$ cat config.mk
export PLATFORM = sky130hd
export DESIGN_NAME = tmr_bank
export DESIGN_NICKNAME = d
export VERILOG_FILES = /design/src/rtl/tmr_pkg.sv /design/src/rtl/tmr_tick_gen.sv /design/src/rtl/tmr_event_chan.sv /design/src/rtl/tmr_stamp.sv /design/src/rtl/tmr_bank.sv
export SDC_FILE = /design/constraint.sdc
export NUM_CORES = 1
export LEC_CHECK = 0
export ABC_AREA = 1
export BUFFER_PORTS_ARGS = -buffer_cell sky130_fd_sc_hd__buf_2
export CORE_MARGIN = 4
export CORE_UTILIZATION = 57
export DETAILED_ROUTE_END_ITERATION = 16
export PLACE_DENSITY_LB_ADDON = 0.12
export SLEW_MARGIN = 20
export SYNTH_ARGS = -nofsm -noshare
export SYNTH_HDL_FRONTEND = slang
export SYNTH_HIERARCHICAL = 1
export SYNTH_SLANG_ARGS = --single-unit
$ cat constraint.sdc
create_clock -name clk -period 2.26 [get_ports clk]
set_clock_uncertainty 0.05 [all_clocks]
set_input_delay 0.339 -clock clk [delete_from_list [all_inputs] [get_ports clk]]
set_output_delay 0.339 -clock clk [all_outputs]
set_load 0.02 [all_outputs]
$ cat src/rtl/tmr_pkg.sv
package tmr_pkg;

    localparam int NCH      = 4;
    localparam int CNT_W    = 16;
    localparam int DW       = 32;
    localparam int AW       = 3;
    localparam int NBASE    = 4;
    localparam int STAMP_W  = 64;
    localparam int DEC_LAST = 9;

    localparam int EN_LSB      = 16;
    localparam int MODE_LSB    = 12;
    localparam int TS_EN_BIT   = 20;
    localparam int TS_BASE_LSB = 8;

    localparam logic [AW-1:0] A_CTRL = 3'd0;
    localparam logic [AW-1:0] A_STLO = 3'd5;
    localparam logic [AW-1:0] A_STHI = 3'd6;

    localparam logic [DW-1:0] CTRL_MASK = 32'h001F_F7FF;

    typedef enum logic [1:0] {
        TB_1US   = 2'd0,
        TB_10US  = 2'd1,
        TB_100US = 2'd2,
        TB_1MS   = 2'd3
    } tbase_e;

    typedef struct packed {
        logic   en;
        logic   periodic;
        tbase_e base;
    } ch_cfg_t;

    typedef struct packed {
        logic       en;
        logic [2:0] base;
    } ts_cfg_t;

    function automatic ch_cfg_t ch_cfg_of(input logic [DW-1:0] c, input int idx);
        ch_cfg_t r;
        r.en       = c[EN_LSB + idx];
        r.periodic = c[MODE_LSB + idx];
        r.base     = tbase_e'(c[2*idx +: 2]);
        return r;
    endfunction

    function automatic ts_cfg_t ts_cfg_of(input logic [DW-1:0] c);
        ts_cfg_t r;
        r.en   = c[TS_EN_BIT];
        r.base = c[TS_BASE_LSB +: 3];
        return r;
    endfunction

endpackage

$ cat src/rtl/tmr_tick_gen.sv
module tmr_tick_gen
    import tmr_pkg::*;
#(
    parameter int CLKS_PER_US = 100
) (
    input  logic             clk,
    input  logic             rst,
    output logic [NBASE-1:0] tick_o
);

    localparam int PW = (CLKS_PER_US > 1) ? $clog2(CLKS_PER_US) : 1;
    localparam logic [PW-1:0] PRE_LAST = PW'(CLKS_PER_US - 1);

    logic [PW-1:0] pre_q;

    always_ff @(posedge clk) begin
        if (rst)                   pre_q <= '0;
        else if (pre_q == PRE_LAST) pre_q <= '0;
        else                       pre_q <= pre_q + 1'b1;
    end

    assign tick_o[0] = (pre_q == PRE_LAST);

    for (genvar s = 1; s < NBASE; s++) begin : g_dec
        logic [3:0] dec_q;

        always_ff @(posedge clk) begin
            if (rst) begin
                dec_q <= '0;
            end else if (tick_o[s-1]) begin
                dec_q <= (dec_q == 4'(DEC_LAST)) ? 4'd0 : dec_q + 4'd1;
            end
        end

        assign tick_o[s] = tick_o[s-1] && (dec_q == 4'(DEC_LAST));

        // each decade stage never leaves its 0..9 range
        a_r2_dec_range: assert property (@(posedge clk) disable iff (rst)
            dec_q <= 4'(DEC_LAST))
            else $error("decade stage out of range");
    end

endmodule

$ cat src/rtl/tmr_event_chan.sv
module tmr_event_chan
    import tmr_pkg::*;
(
    input  logic             clk,
    input  logic             rst,
    input  ch_cfg_t          cfg,
    input  logic [NBASE-1:0] ticks,
    input  logic             load_i,
    input  logic [CNT_W-1:0] load_val,
    output logic [CNT_W-1:0] remain_o,
    output logic [CNT_W-1:0] reload_o,
    output logic             irq_o
);

    logic [CNT_W-1:0] reload_q;
    logic [CNT_W-1:0] remain_q;
    logic             armed_q;
    logic             irq_q;
    logic             step;
    logic             fire;

    assign step = cfg.en && armed_q && ticks[cfg.base];
    assign fire = step && (remain_q == CNT_W'(1));

    always_ff @(posedge clk) begin
        if (rst) begin
            reload_q <= '0;
            remain_q <= '0;
            armed_q  <= 1'b0;
            irq_q    <= 1'b0;
        end else begin
            irq_q <= fire && !load_i;
            if (load_i) begin
                reload_q <= load_val;
                remain_q <= load_val;
                armed_q  <= (load_val != '0);
            end else if (fire) begin
                if (cfg.periodic) begin
                    remain_q <= reload_q;
                end else begin
                    remain_q <= '0;
                    armed_q  <= 1'b0;
                end
            end else if (step) begin
                remain_q <= remain_q - 1'b1;
            end
        end
    end

    assign remain_o = remain_q;
    assign reload_o = reload_q;
    assign irq_o    = irq_q;

    // a pulse only follows a cycle in which the channel was enabled
    a_r6_irq_needs_enable: assert property (@(posedge clk) disable iff (rst)
        irq_o |-> $past(cfg.en))
        else $error("interrupt from disabled channel");

    // disabled channel holds its remaining count
    a_r6_hold_when_off: assert property (@(posedge clk) disable iff (rst)
        (!cfg.en && !load_i) |=> $stable(remain_q))
        else $error("count moved while disabled");

    // single-fire expiry leaves the channel stopped at zero
    a_r4_oneshot_stop: assert property (@(posedge clk) disable iff (rst)
        (fire && !cfg.periodic && !load_i) |=> (remain_q == '0 && !armed_q))
        else $error("single-fire channel did not stop");

    // periodic expiry restores the programmed count
    a_r3_reload: assert property (@(posedge clk) disable iff (rst)
        (fire && cfg.periodic && !load_i) |=> (remain_q == $past(reload_q)))
        else $error("periodic reload wrong");

    // an idle channel raises nothing
    a_r8_idle_silent: assert property (@(posedge clk) disable iff (rst)
        (!armed_q && !load_i) |=> !irq_o)
        else $error("idle channel fired");

endmodule

$ cat src/rtl/tmr_stamp.sv
module tmr_stamp
    import tmr_pkg::*;
(
    input  logic               clk,
    input  logic               rst,
    input  ts_cfg_t            cfg,
    input  logic [NBASE-1:0]   ticks,
    output logic [STAMP_W-1:0] count_o
);

    logic [STAMP_W-1:0] cnt_q;
    logic [2:0]         tick_idx;
    logic               inc;

    assign tick_idx = cfg.base - 3'd1;

    always_comb begin
        inc = 1'b0;
        if (cfg.en) begin
            if (cfg.base == 3'd0)                         inc = 1'b1;
            else if (cfg.base <= 3'(NBASE))               inc = ticks[tick_idx[1:0]];
        end
    end

    always_ff @(posedge clk) begin
        if (rst)      cnt_q <= '0;
        else if (inc) cnt_q <= cnt_q + 1'b1;
    end

    assign count_o = cnt_q;

    // disabled timestamp holds
    a_r9_stamp_hold: assert property (@(posedge clk) disable iff (rst)
        !cfg.en |=> $stable(cnt_q))
        else $error("timestamp moved while disabled");

    // timestamp never goes backwards
    a_r9_stamp_monotonic: assert property (@(posedge clk) disable iff (rst)
        cnt_q >= $past(cnt_q))
        else $error("timestamp decreased");

endmodule

$ cat src/rtl/tmr_bank.sv
module tmr_bank
    import tmr_pkg::*;
#(
    parameter int CLKS_PER_US = 100
) (
    input  logic          clk,
    input  logic          rst,
    input  logic          bus_sel,
    input  logic          bus_wr,
    input  logic [2:0]    bus_addr,
    input  logic [31:0]   bus_wdata,
    output logic [31:0]   bus_rdata,
    output logic [3:0]    irq_o
);

    logic [DW-1:0]      ctrl_q;
    logic [NBASE-1:0]   ticks;
    logic [CNT_W-1:0]   remain_w [NCH];
    logic [CNT_W-1:0]   reload_w [NCH];
    logic [STAMP_W-1:0] stamp_w;
    logic               wr_en;

    assign wr_en = bus_sel && bus_wr;

    always_ff @(posedge clk) begin
        if (rst)                              ctrl_q <= '0;
        else if (wr_en && bus_addr == A_CTRL) ctrl_q <= bus_wdata & CTRL_MASK;
    end

    tmr_tick_gen #(.CLKS_PER_US(CLKS_PER_US)) u_ticks (
        .clk    (clk),
        .rst    (rst),
        .tick_o (ticks)
    );

    for (genvar i = 0; i < NCH; i++) begin : g_ch
        logic load;
        assign load = wr_en && (bus_addr == AW'(i + 1));

        tmr_event_chan u_chan (
            .clk      (clk),
            .rst      (rst),
            .cfg      (ch_cfg_of(ctrl_q, i)),
            .ticks    (ticks),
            .load_i   (load),
            .load_val (bus_wdata[CNT_W-1:0]),
            .remain_o (remain_w[i]),
            .reload_o (reload_w[i]),
            .irq_o    (irq_o[i])
        );
    end

    tmr_stamp u_stamp (
        .clk     (clk),
        .rst     (rst),
        .cfg     (ts_cfg_of(ctrl_q)),
        .ticks   (ticks),
        .count_o (stamp_w)
    );

    always_comb begin
        bus_rdata = '0;
        if (bus_addr == A_CTRL)      bus_rdata = ctrl_q;
        else if (bus_addr == A_STLO) bus_rdata = stamp_w[31:0];
        else if (bus_addr == A_STHI) bus_rdata = stamp_w[63:32];
        else begin
            for (int i = 0; i < NCH; i++) begin
                if (bus_addr == AW'(i + 1)) bus_rdata = {remain_w[i], reload_w[i]};
            end
        end
    end

    // interrupts are low in the cycle after reset
    a_r11_irq_reset: assert property (@(posedge clk)
        $past(rst) |-> (irq_o == '0))
        else $error("interrupt high after reset");

endmodule

[Word level (Yosys, flattened, before mapping)]
Index checks and enable logic that the tools add are counted.
Storage, ports and cells
  flip-flop bits (word level): 239
  latch bits: 0
  memory bits (writable): 0
  ROM bits: 0
  input bits: 39
  logic and storage cells: 152
  memories kept: 0
Cells by class
  add/subtract/negate cells: 10
  $mul: 0
  div/mod/pow operators: 0
  order comparisons: 6
  eq/ne operators: 18
  shift-type cells: 0
  muxes and demuxes: 51
  bitwise operators: 0
  reduce and logical (&&, ||, !) cells: 45
Operators by type and width (number)
  two-way mux 16 bit: 16
  two-way mux 32 bit: 7
  adder 64 x 1 -> 64 bit (second input constant): 1
  == test 16 x 1 -> 1 bit (second input constant): 4
  subtractor 16 x 1 -> 16 bit (second input constant): 4
  logical AND 1 bit: 25
  two-way mux 1 bit: 20
  nonzero test 16 bit: 1
  < comparator 2 x 3 -> 1 bit (second input constant): 5
  adder 4 x 1 -> 4 bit (second input constant): 3
  == test 4 bit (second input constant): 3
  two-way mux 4 bit: 3
  nonzero test 3 bit: 4
  binary-select mux 1 bit (select 2 bit): 5
  == test 3 bit (second input constant): 3
  != test 2 x 1 -> 1 bit (second input constant): 4
  AND reduction 2 bit: 4
  nonzero test 2 bit: 4
  adder 7 x 1 -> 7 bit (second input constant): 1
  == test 7 bit (second input constant): 1
  == test 3 x 2 -> 1 bit (second input constant): 2
  logical NOT 3 bit: 2
  logical NOT 1 bit: 4
  == test 3 x 1 -> 1 bit (second input constant): 1
  other kinds (3): 3

[Depth between registers and ports, before layout]
Gate-level depths: netlist of run 1.
  depth in word-level cells: 10
  depth in mapped cells: 15

[By module]
Netlist of run 1, hierarchy kept.
Modules (own cells, without submodules)
  tmr_event_chan: times used 4, cells an instance 369, area an instance 2227.1 um^2, sequential area each 680.7 um^2
  tmr_stamp: times used 1, cells an instance 704, area an instance 4280.4 um^2, sequential area each 1281.2 um^2
  tmr_bank: times used 1, cells an instance 445, area an instance 2237.1 um^2, sequential area each 400.4 um^2
  tmr_tick_gen: times used 1, cells an instance 141, area an instance 973.4 um^2, sequential area each 380.4 um^2

[Worst setup path after synthesis of run 1]
OpenSTA, ideal clock, no wires.
  kind: register to register
  start: register u_ticks.pre_q[0]
  end: register u_stamp.cnt_q[58], in the netlist u_stamp/count_o[58]
  library setup time: 0.110 ns
  data arrival time: 2.068 ns
  required time: 2.100 ns
  slack: 0.032 ns
  stages on the path, launching flop included: 15
  cell sequence: dfxtp_1 ha_1 nand2_2 nor2_8 nand3_4 nor2_1 nand2_1 nand3_1 nand2_1 a21boi_1 buf_4 buf_2 nand4_1 nand2_1 nor2_1
On the way
  cells in the longest elaborated chain, start to end: 9
Ends and longest elaborated chain
  start, declared: RTL line tmr_tick_gen.sv:14  | logic [PW-1:0] pre_q;
  start signal, assigned: RTL line tmr_tick_gen.sv:19  | else pre_q <= pre_q + 1'b1;
  == test 7 bit: RTL line tmr_tick_gen.sv:22  | assign tick_o[0] = (pre_q == PRE_LAST);
  named net ticks[0]: RTL line tmr_bank.sv:17  | logic [NBASE-1:0] ticks;
  logical AND 1 bit (3 in series): RTL line tmr_tick_gen.sv:35  | assign tick_o[s] = tick_o[s-1] && (dec_q == 4'(DEC_LAST));
  named net ticks[3]: RTL line tmr_bank.sv:17
  binary-select mux 1 bit (select 2 bit): RTL line tmr_stamp.sv:21  | else if (cfg.base <= 3'(NBASE)) inc = ticks[tick_idx[1:0]];
  two-way mux 1 bit (implied by the code): RTL line tmr_stamp.sv:21
  two-way mux 1 bit: RTL line tmr_stamp.sv:21
  two-way mux 1 bit: RTL line tmr_stamp.sv:20  | if (cfg.base == 3'd0) inc = 1'b1;
  two-way mux 1 bit: RTL line tmr_stamp.sv:19  | if (cfg.en) begin
  end signal, assigned: RTL line tmr_stamp.sv:27  | else if (inc) cnt_q <= cnt_q + 1'b1;
  end, declared: RTL line tmr_stamp.sv:11  | logic [STAMP_W-1:0] cnt_q;
The timed path passes the listed nets, and every way through them passes these cells. The select of a mux whose other input is x is not followed.
A chain may end at the register's enable or synchronous reset.

[Worst setup path in the final report of run 1]
  start: register g_ch[2].u_chan.remain_q[0]
  end: output port bus_rdata[16]
On the way
  cells in the longest elaborated chain, start to end: 5
Ends and longest elaborated chain
  start, declared: RTL line tmr_event_chan.sv:16  | logic [CNT_W-1:0] remain_q;
  start signal, assigned: RTL line tmr_event_chan.sv:35  | remain_q <= load_val;
  start signal, assigned: RTL line tmr_event_chan.sv:39  | remain_q <= reload_q;
  start signal, assigned: RTL line tmr_event_chan.sv:45  | remain_q <= remain_q - 1'b1;
  two-way mux 32 bit (2 in series): RTL line tmr_bank.sv:68  | if (bus_addr == AW'(i + 1)) bus_rdata = {remain_w[i], reload_w[i]};
  two-way mux 32 bit: RTL line tmr_bank.sv:65  | else if (bus_addr == A_STHI) bus_rdata = stamp_w[63:32];
  two-way mux 32 bit: RTL line tmr_bank.sv:64  | else if (bus_addr == A_STLO) bus_rdata = stamp_w[31:0];
  two-way mux 32 bit: RTL line tmr_bank.sv:63  | if (bus_addr == A_CTRL) bus_rdata = ctrl_q;
  end, declared: RTL line tmr_bank.sv:12  | output logic [31:0] bus_rdata,
Every way passes these cells.

==> results of run 1 <==
[power breakdown]
part | total [mW] | switching, mW | leakage [nW] | internal (mW)
Clock | 4.88 | 1.94 | 0.481 | 2.94
Sequential | 4.32 | 0.0613 | 1.93 | 4.26
Combinational | 1.05 | 0.716 | 5.91 | 0.335
[cell families after synthesis]
logic type / after synthesis / share of synthesized area [%]
buf+inv: 437 / 10.7
fa+ha+maj: 11 / 0.839
simple gates: 1733 / 47.5
compound gates: 294 / 9.03
flops: 239 / 29.2
xor+xnor: 52 / 2.78
[worst paths after layout]
| check | endpoint | slack (ns) | cells after the start |
|---|---|---|---|
| max | bus_rdata[16] | 0.007 | 5 |
| min | ctrl_q[20] | 0.005 | 3 |
| max reg2reg | u_stamp/count_o[39] | 0.02 | 15 |
| min reg2reg | g_ch[2].u_chan/armed_q | 0.42 | 2 |
[stage by stage]
stage	setup TNS [ns]	setup slack, ns	std cells	hold WS [ns]
after global routing	-5.35	-0.127	3275	0.0264
after detailed placement	0	0.00423	3200	0.417
final	0	0.00721	3275	0.00476
after floorplan	0	0.0322	2766	0.358
after global placement	0	0.0433	3200	0.404
after CTS	-0.0440	-0.0133	3255	0.000201
[critical path: cells and delay by family, from the launching register on]
kind                   cells  cell delay (ns)
AOI/OAI and AO/OA          1             0.23
buffers and inverters      1             0.22
DFF                        1             0.36
and+or+nand+nor            3             0.49
[metal layers]
layer	global-route usage, %	share of wire (%)
met5	0	0
met3	5.58	9.7
met4	22.8	7.7
met2	62.5	44
met1	49.8	38
[synth_stat cells (2+ instances only)]
library cell,count
a21boi_1,2
a21oi_1,201
buf_1,6
buf_2,21
buf_4,7
buf_6,8
clkbuf_1,56
clkinv_1,4
dfxtp_1,239
ha_1,11
inv_1,295
inv_2,40
nand2_1,911
nand2_2,32
nand2_4,9
nand3_1,197
nand3_2,14
nand3b_1,4
nand4_1,111
nor2_1,336
nor2_2,46
nor2_4,23
nor2_8,7
nor3_1,18
nor3b_1,4
nor4_1,17
o21ai_0,79
o21ai_1,10
xnor2_1,19
xor2_1,33
[cell type report]
cell class / count / share of cell area [%]
clock buffers: 43 / 4.46
inverters: 339 / 6.66
well taps: 378 / 2.46
flip-flops and latches: 239 / 24.9
diodes: 1 / 0.0130
clock inverters: 7 / 0.612
multi-input cells: 2092 / 53.3
repair buffers: 176 / 7.55
[repair_timing]
| item | in CTS | in global routing |
|---|---|---|
| hold endpoints to repair | 1 | 0 |
| resized for setup | 10 | 98 |
| hold buffers | 1 | 0 |
| setup endpoints to repair | 14 | 148 |
| buffers inserted | 2 | 14 |
| gates cloned | 2 | 8 |
| pin swaps | 2 | 37 |
[sequential cells by signal, summed over array words and instances, names as in the netlist]
| signal | flops |
|---|---|
| u_ticks/pre_q | 7 |
| ctrl_q | 20 |
| g_ch.u_chan/irq_o | 4 |
| u_ticks/g_dec.dec_q | 12 |
| g_ch.u_chan/reload_o | 64 |
| g_ch.u_chan/armed_q | 4 |
| u_stamp/count_o | 64 |
| g_ch.u_chan/remain_o | 64 |
==> results.cfg, run 1 <==
[power]
ir_worst_vdd_mv = 0.511
power_density_nw_per_um2 = 533
p_total_mw = 10.3
power_leakage_nw = 8.33

[floorplan]
start_util_pct = 58.4
row_count = 61
io_pins = 75
die_h_um = 178
dieWidth_um = 178
dieArea_um2 = 31500
core-area_um2 = 28100

[critical_path]
cp-start-kind = flip-flop
cp-end-kind = output port
critical-path-max-stage-delay_ns = 0.36
critical_path_class = flip-flop to output port
startpoint = g_ch[2].u_chan/remain_o[0]
worstReg2RegStart = u_ticks/pre_q[3]
critPathArrivalTime_ns = 1.86
required_ns = 1.87
crit_path_cell_trace = nand2_1 > nand3_1 > a21oi_1 > nand4_1 > buf_2
crit_fanout = 5
slowest_stage = dfxtp_1

[detailed_routing]
wl_per_cell_um = 19.5
dr.pass1.iters = 6
drcViolationCount = 0
vias_per_cell = 5.87
drt_wl_total_um = 63700
drt-initial-drc-count = 2226
ant_nets = 0
vias = 19200

[outcome]
status = completed

[final_layout]
drive_gt1_share_pct = 15.9
fill_cells = 2681
final_common_cell = nand2_1
fin_area_um2 = 19200
fin_nets = 2927
final_cell_mix = nand2_1 (903), nor2_1 (322), inv_1 (293)
multi_input_area_um2 = 10300
regArea_um2 = 4800
final_core_util_pct = 68.5
area_growth_syn_to_layout_pct = 17.3

[timing]
setup_viol = 0
slew_headroom_pct = 67.4
post-route-period-util_pct = 99.7
timing.fmax_mhz = 444
fin_crit_ns = 2.25
rsz0062_at_grt = true
hold_viol = 0
max_slew.worst_pin.slew_ns = 0.487
drv_slew = 0

[job]
maxCapViolCount = 0

[cts]
clock_path_buffers = 3
numCtsBuffers = 29
worstSkewPairLatency_ns = 0.57
htree_levels = 1
cts.sinks = 239
root_buffer = clkbuf_16
cts.clk_slew.worst_paths_ns = 0.06
cts_tree = done

[synth]
ys_types = 36
synth_area_leaders = dfxtp_1 (29%), nand2_1 (21%), nor2_1 (7.7%)
yosys_warnings = 6
syn_avg_cell_area_um2 = 5.93
synth_top_area_cell = dfxtp_1
netlist_area_um2 = 16400
syn_nets = 2816
async_reset_ff_share_pct = 0
ys_ff_latch = 239
synth_top_area_share_pct = 29.2
ys_seq_area_share_pct = 29.2
ys.flop_type = dfxtp_1
synth-edff-count = 0
netlist_instances = 2766

[global_routing]
grt_pass1_wl_um = 96800
grtUsageTotal_pct = 38.9
grt_max_degree = 62
grt_pass1_vias = 17600
grt_overflow_total = 0
antenna_found_initial = 1

[place]
hpwl_um = 46100
placed_cell_area_um2 = 17600
numPortBuffers = 63
routabilityCongestion = 1.04

[worst_hold_path]
min_from = bus_wdata[20]
hold_class = input port to flip-flop
(Power assumes the default switching activity.)
==> run 2, diff against run 1 <==
--- a/config.mk
+++ b/config.mk
@@ -8,11 +8,10 @@
 export ABC_AREA = 1
 export BUFFER_PORTS_ARGS = -buffer_cell sky130_fd_sc_hd__buf_2
 export CORE_MARGIN = 4
-export CORE_UTILIZATION = 57
+export CORE_UTILIZATION = 56
 export DETAILED_ROUTE_END_ITERATION = 16
 export PLACE_DENSITY_LB_ADDON = 0.12
 export SLEW_MARGIN = 20
 export SYNTH_ARGS = -nofsm -noshare
 export SYNTH_HDL_FRONTEND = slang
-export SYNTH_HIERARCHICAL = 1
 export SYNTH_SLANG_ARGS = --single-unit
==> results.cfg, run 2 <==
[outcome]
status = complete, but fails checks
violations = setup timing

[synth]
ys_seq_area_share_pct = 32.0
netlist_top_cells_count = nand2_1 (664), a21oi_1 (263), inv_1 (250), dfxtp_1 (239), nor2_1 (197)
syn_avg_cell_area_um2 = 6.32
netlist_instances = 2364
yosys_warnings = 0
ys.flop_type = dfxtp_1
synth_top_area_share_pct = 32.0
synth_top_area_cell = dfxtp_1
synth-edff-count = 0
yosysMostFrequentCell = nand2_1
ys_ff_latch = 239
ys_types = 51
synth_area_leaders = dfxtp_1 (32%), nand2_1 (17%), a21oi_1 (8.8%)
netlist_area_um2 = 14900
syn_nets = 2414
async_reset_ff_share_pct = 0

[timing]
rsz0062_at_grt = true
drv_slew = 0
fin_crit_ns = 2.36
max_slew.worst_pin.slew_ns = 0.916
post-route-period-util_pct = 104
hold_viol = 0
timing.fmax_mhz = 424
slew_headroom_pct = 38.9
setup_viol = 7
hold_slack_ns = 0.0694
setup_slack_ns = -0.0988

[cts]
root_buffer = clkbuf_16
htree_levels = 1
cts_tree = done
hold_buffers = 0
cts.clk_slew.worst_paths_ns = 0.06
numCtsBuffers = 28
clock_path_buffers = 3
worstSkewPairLatency_ns = 0.56
cts.sinks = 239

[floorplan]
die_h_um = 171
core-area_um2 = 26100
io_pins = 75
dieArea_um2 = 29400
start_util_pct = 57.2
row_count = 59
dieWidth_um = 171

[critical_path]
slowest_stage = dfxtp_2
crit_path_cell_trace = inv_4 > o22ai_4 > a21oi_2 > o211ai_1 > a21oi_1 > a21oi_1 > buf_4
path_buf_inv = 2
cp_common_cell = a21oi_1
cp-start-kind = flip-flop
r2r-end = g_ch[2].u_chan.remain_o[2]
required_ns = 1.87
critical_path_class = flip-flop to output port
critPathArrivalTime_ns = 1.97
cp-end-kind = output port
critical-path-max-stage-delay_ns = 0.36
rr_worst_depth = 12
critical-path-top-delay-family = compound AO/OA/AOI/OAI gates
r2r_slack_ns = 0.02
crit_fanout = 3
worstReg2RegStart = u_ticks.pre_q[0]

[place]
pre_cts_ws_ns = -0.212
placed_cell_area_um2 = 16300
numPortBuffers = 63
hpwl_um = 44400
dp_cells = 2792
routabilityCongestion = 1.09

[job]
maxCapViolCount = 0

[detailed_routing]
vias = 17700
wl_per_cell_um = 21.0
drt_wl_total_um = 60700
drcViolationCount = 0
ant_nets = 0
drt-initial-drc-count = 2818
vias_per_cell = 6.12
dr.pass1.iters = 8

[global_routing]
grtUsageTotal_pct = 38.9
grt_pass1_vias = 15700
grt_overflow_total = 0
grt_max_degree = 179
antenna_found_initial = 0
grt_pass1_wl_um = 89000

[final_layout]
area_growth_syn_to_layout_pct = 23.7
final_common_cell = nand2_1
drive_gt1_share_pct = 18.7
fin_area_um2 = 18500
final_core_util_pct = 70.7
final_cells = 2888
final_cell_mix = nand2_1 (654), a21oi_1 (242), inv_1 (220)
fin_nets = 2582
diodes = 0

[power]
ir_worst_vdd_mv = 0.696
power_density_nw_per_um2 = 562
p_int_mw = 7.64
p_switching_mw = 2.73
pwr-share-comb_pct = 10.7
netSwitchingFraction_pct = 26.3
p_clk_share_pct = 47.6
power_leakage_nw = 7.11
pwr-share-seq_pct = 41.7

[worst_hold_path]
whs_endpoint = ctrl_q[16]
min_path_cells = 3
hold_class = input port to flip-flop
min_from = bus_wdata[16]
-- run 2: power groups by stage --
stage	clock, mW	sequential (mW)	combinational [mW]
2_1_floorplan	0	4.39	0.621
3_3_place_gp	0	4.41	0.954
3_5_place_dp	0	4.41	0.973
4_1_cts	4.94	4.32	1.02
5_1_grt	5.12	4.32	1.19
6_report	4.94	4.32	1.11
-- run 2: timing repair --
item                                    CTS  global route
hold endpoints to repair                  0             0
resized for setup                       104           126
endpoints found under the setup margin   33           148
gates cloned                              1             6
buffers inserted                          9            32
pin swaps                                 5            24
-- run 2: worst max-delay path by stage --
stage,from,endpoint,slack (ns),cells past startpoint
after CTS,bus_addr[0],bus_rdata[27],-0.06,9
after floorplan,bus_addr[0],bus_rdata[11],0.30,5
after detailed placement,bus_addr[2],bus_rdata[7],-0.21,11
after global routing,g_ch[1].u_chan.remain_o[6],bus_rdata[22],-0.13,7
after global placement,bus_addr[2],bus_rdata[7],-0.16,11
final,g_ch[1].u_chan.remain_o[11],bus_rdata[27],-0.1,7
-- run 2: kinds of logic after synthesis --
logic type | Yosys count | share of synthesized area [%]
buf+inv | 368 | 10.1
compound gates | 472 | 17.3
xor+xnor | 91 | 5.33
flops | 239 | 32.0
fa+ha+maj | 11 | 0.921
simple gates | 1183 | 34.4
-- run 2: tightest hold or removal path, delay by kind of cell --
| kind | cells | cell delay [ns] |
|---|---|---|
| buf+inv | 1 | 0.10 |
| compound gates | 2 | 0.19 |
-- run 2: area by class of cell --
class,count,area (um2)
Sequential cell,239,4820
Clock inverter,13,209
Fill cell,2246,7660
Timing Repair Buffer,236,1970
Timing Repair inverter,1,7.51
Tap cell,335,419
Inverter,269,1030
Multi-Input combinational cell,1757,9240
Clock buffer,38,779
-- run 2: per-stage QoR --
step	TNS, ns	total power, mW
final	-0.282	10.4
after global routing	-1.06	10.6
after CTS	-0.518	10.3
after detailed placement	-1.12	5.38
after global placement	-0.777	5.36
after floorplan	0	5.01
-- run 2: per-layer routing --
metal	up-vias	GRT usage, %	part of all wire (%)
met5	-	0	0
met4	0	18.1	6.1
met3	241	6.78	12
met2	1200	59.3	43
met1	8123	53.9	39
li1	8113	-	-
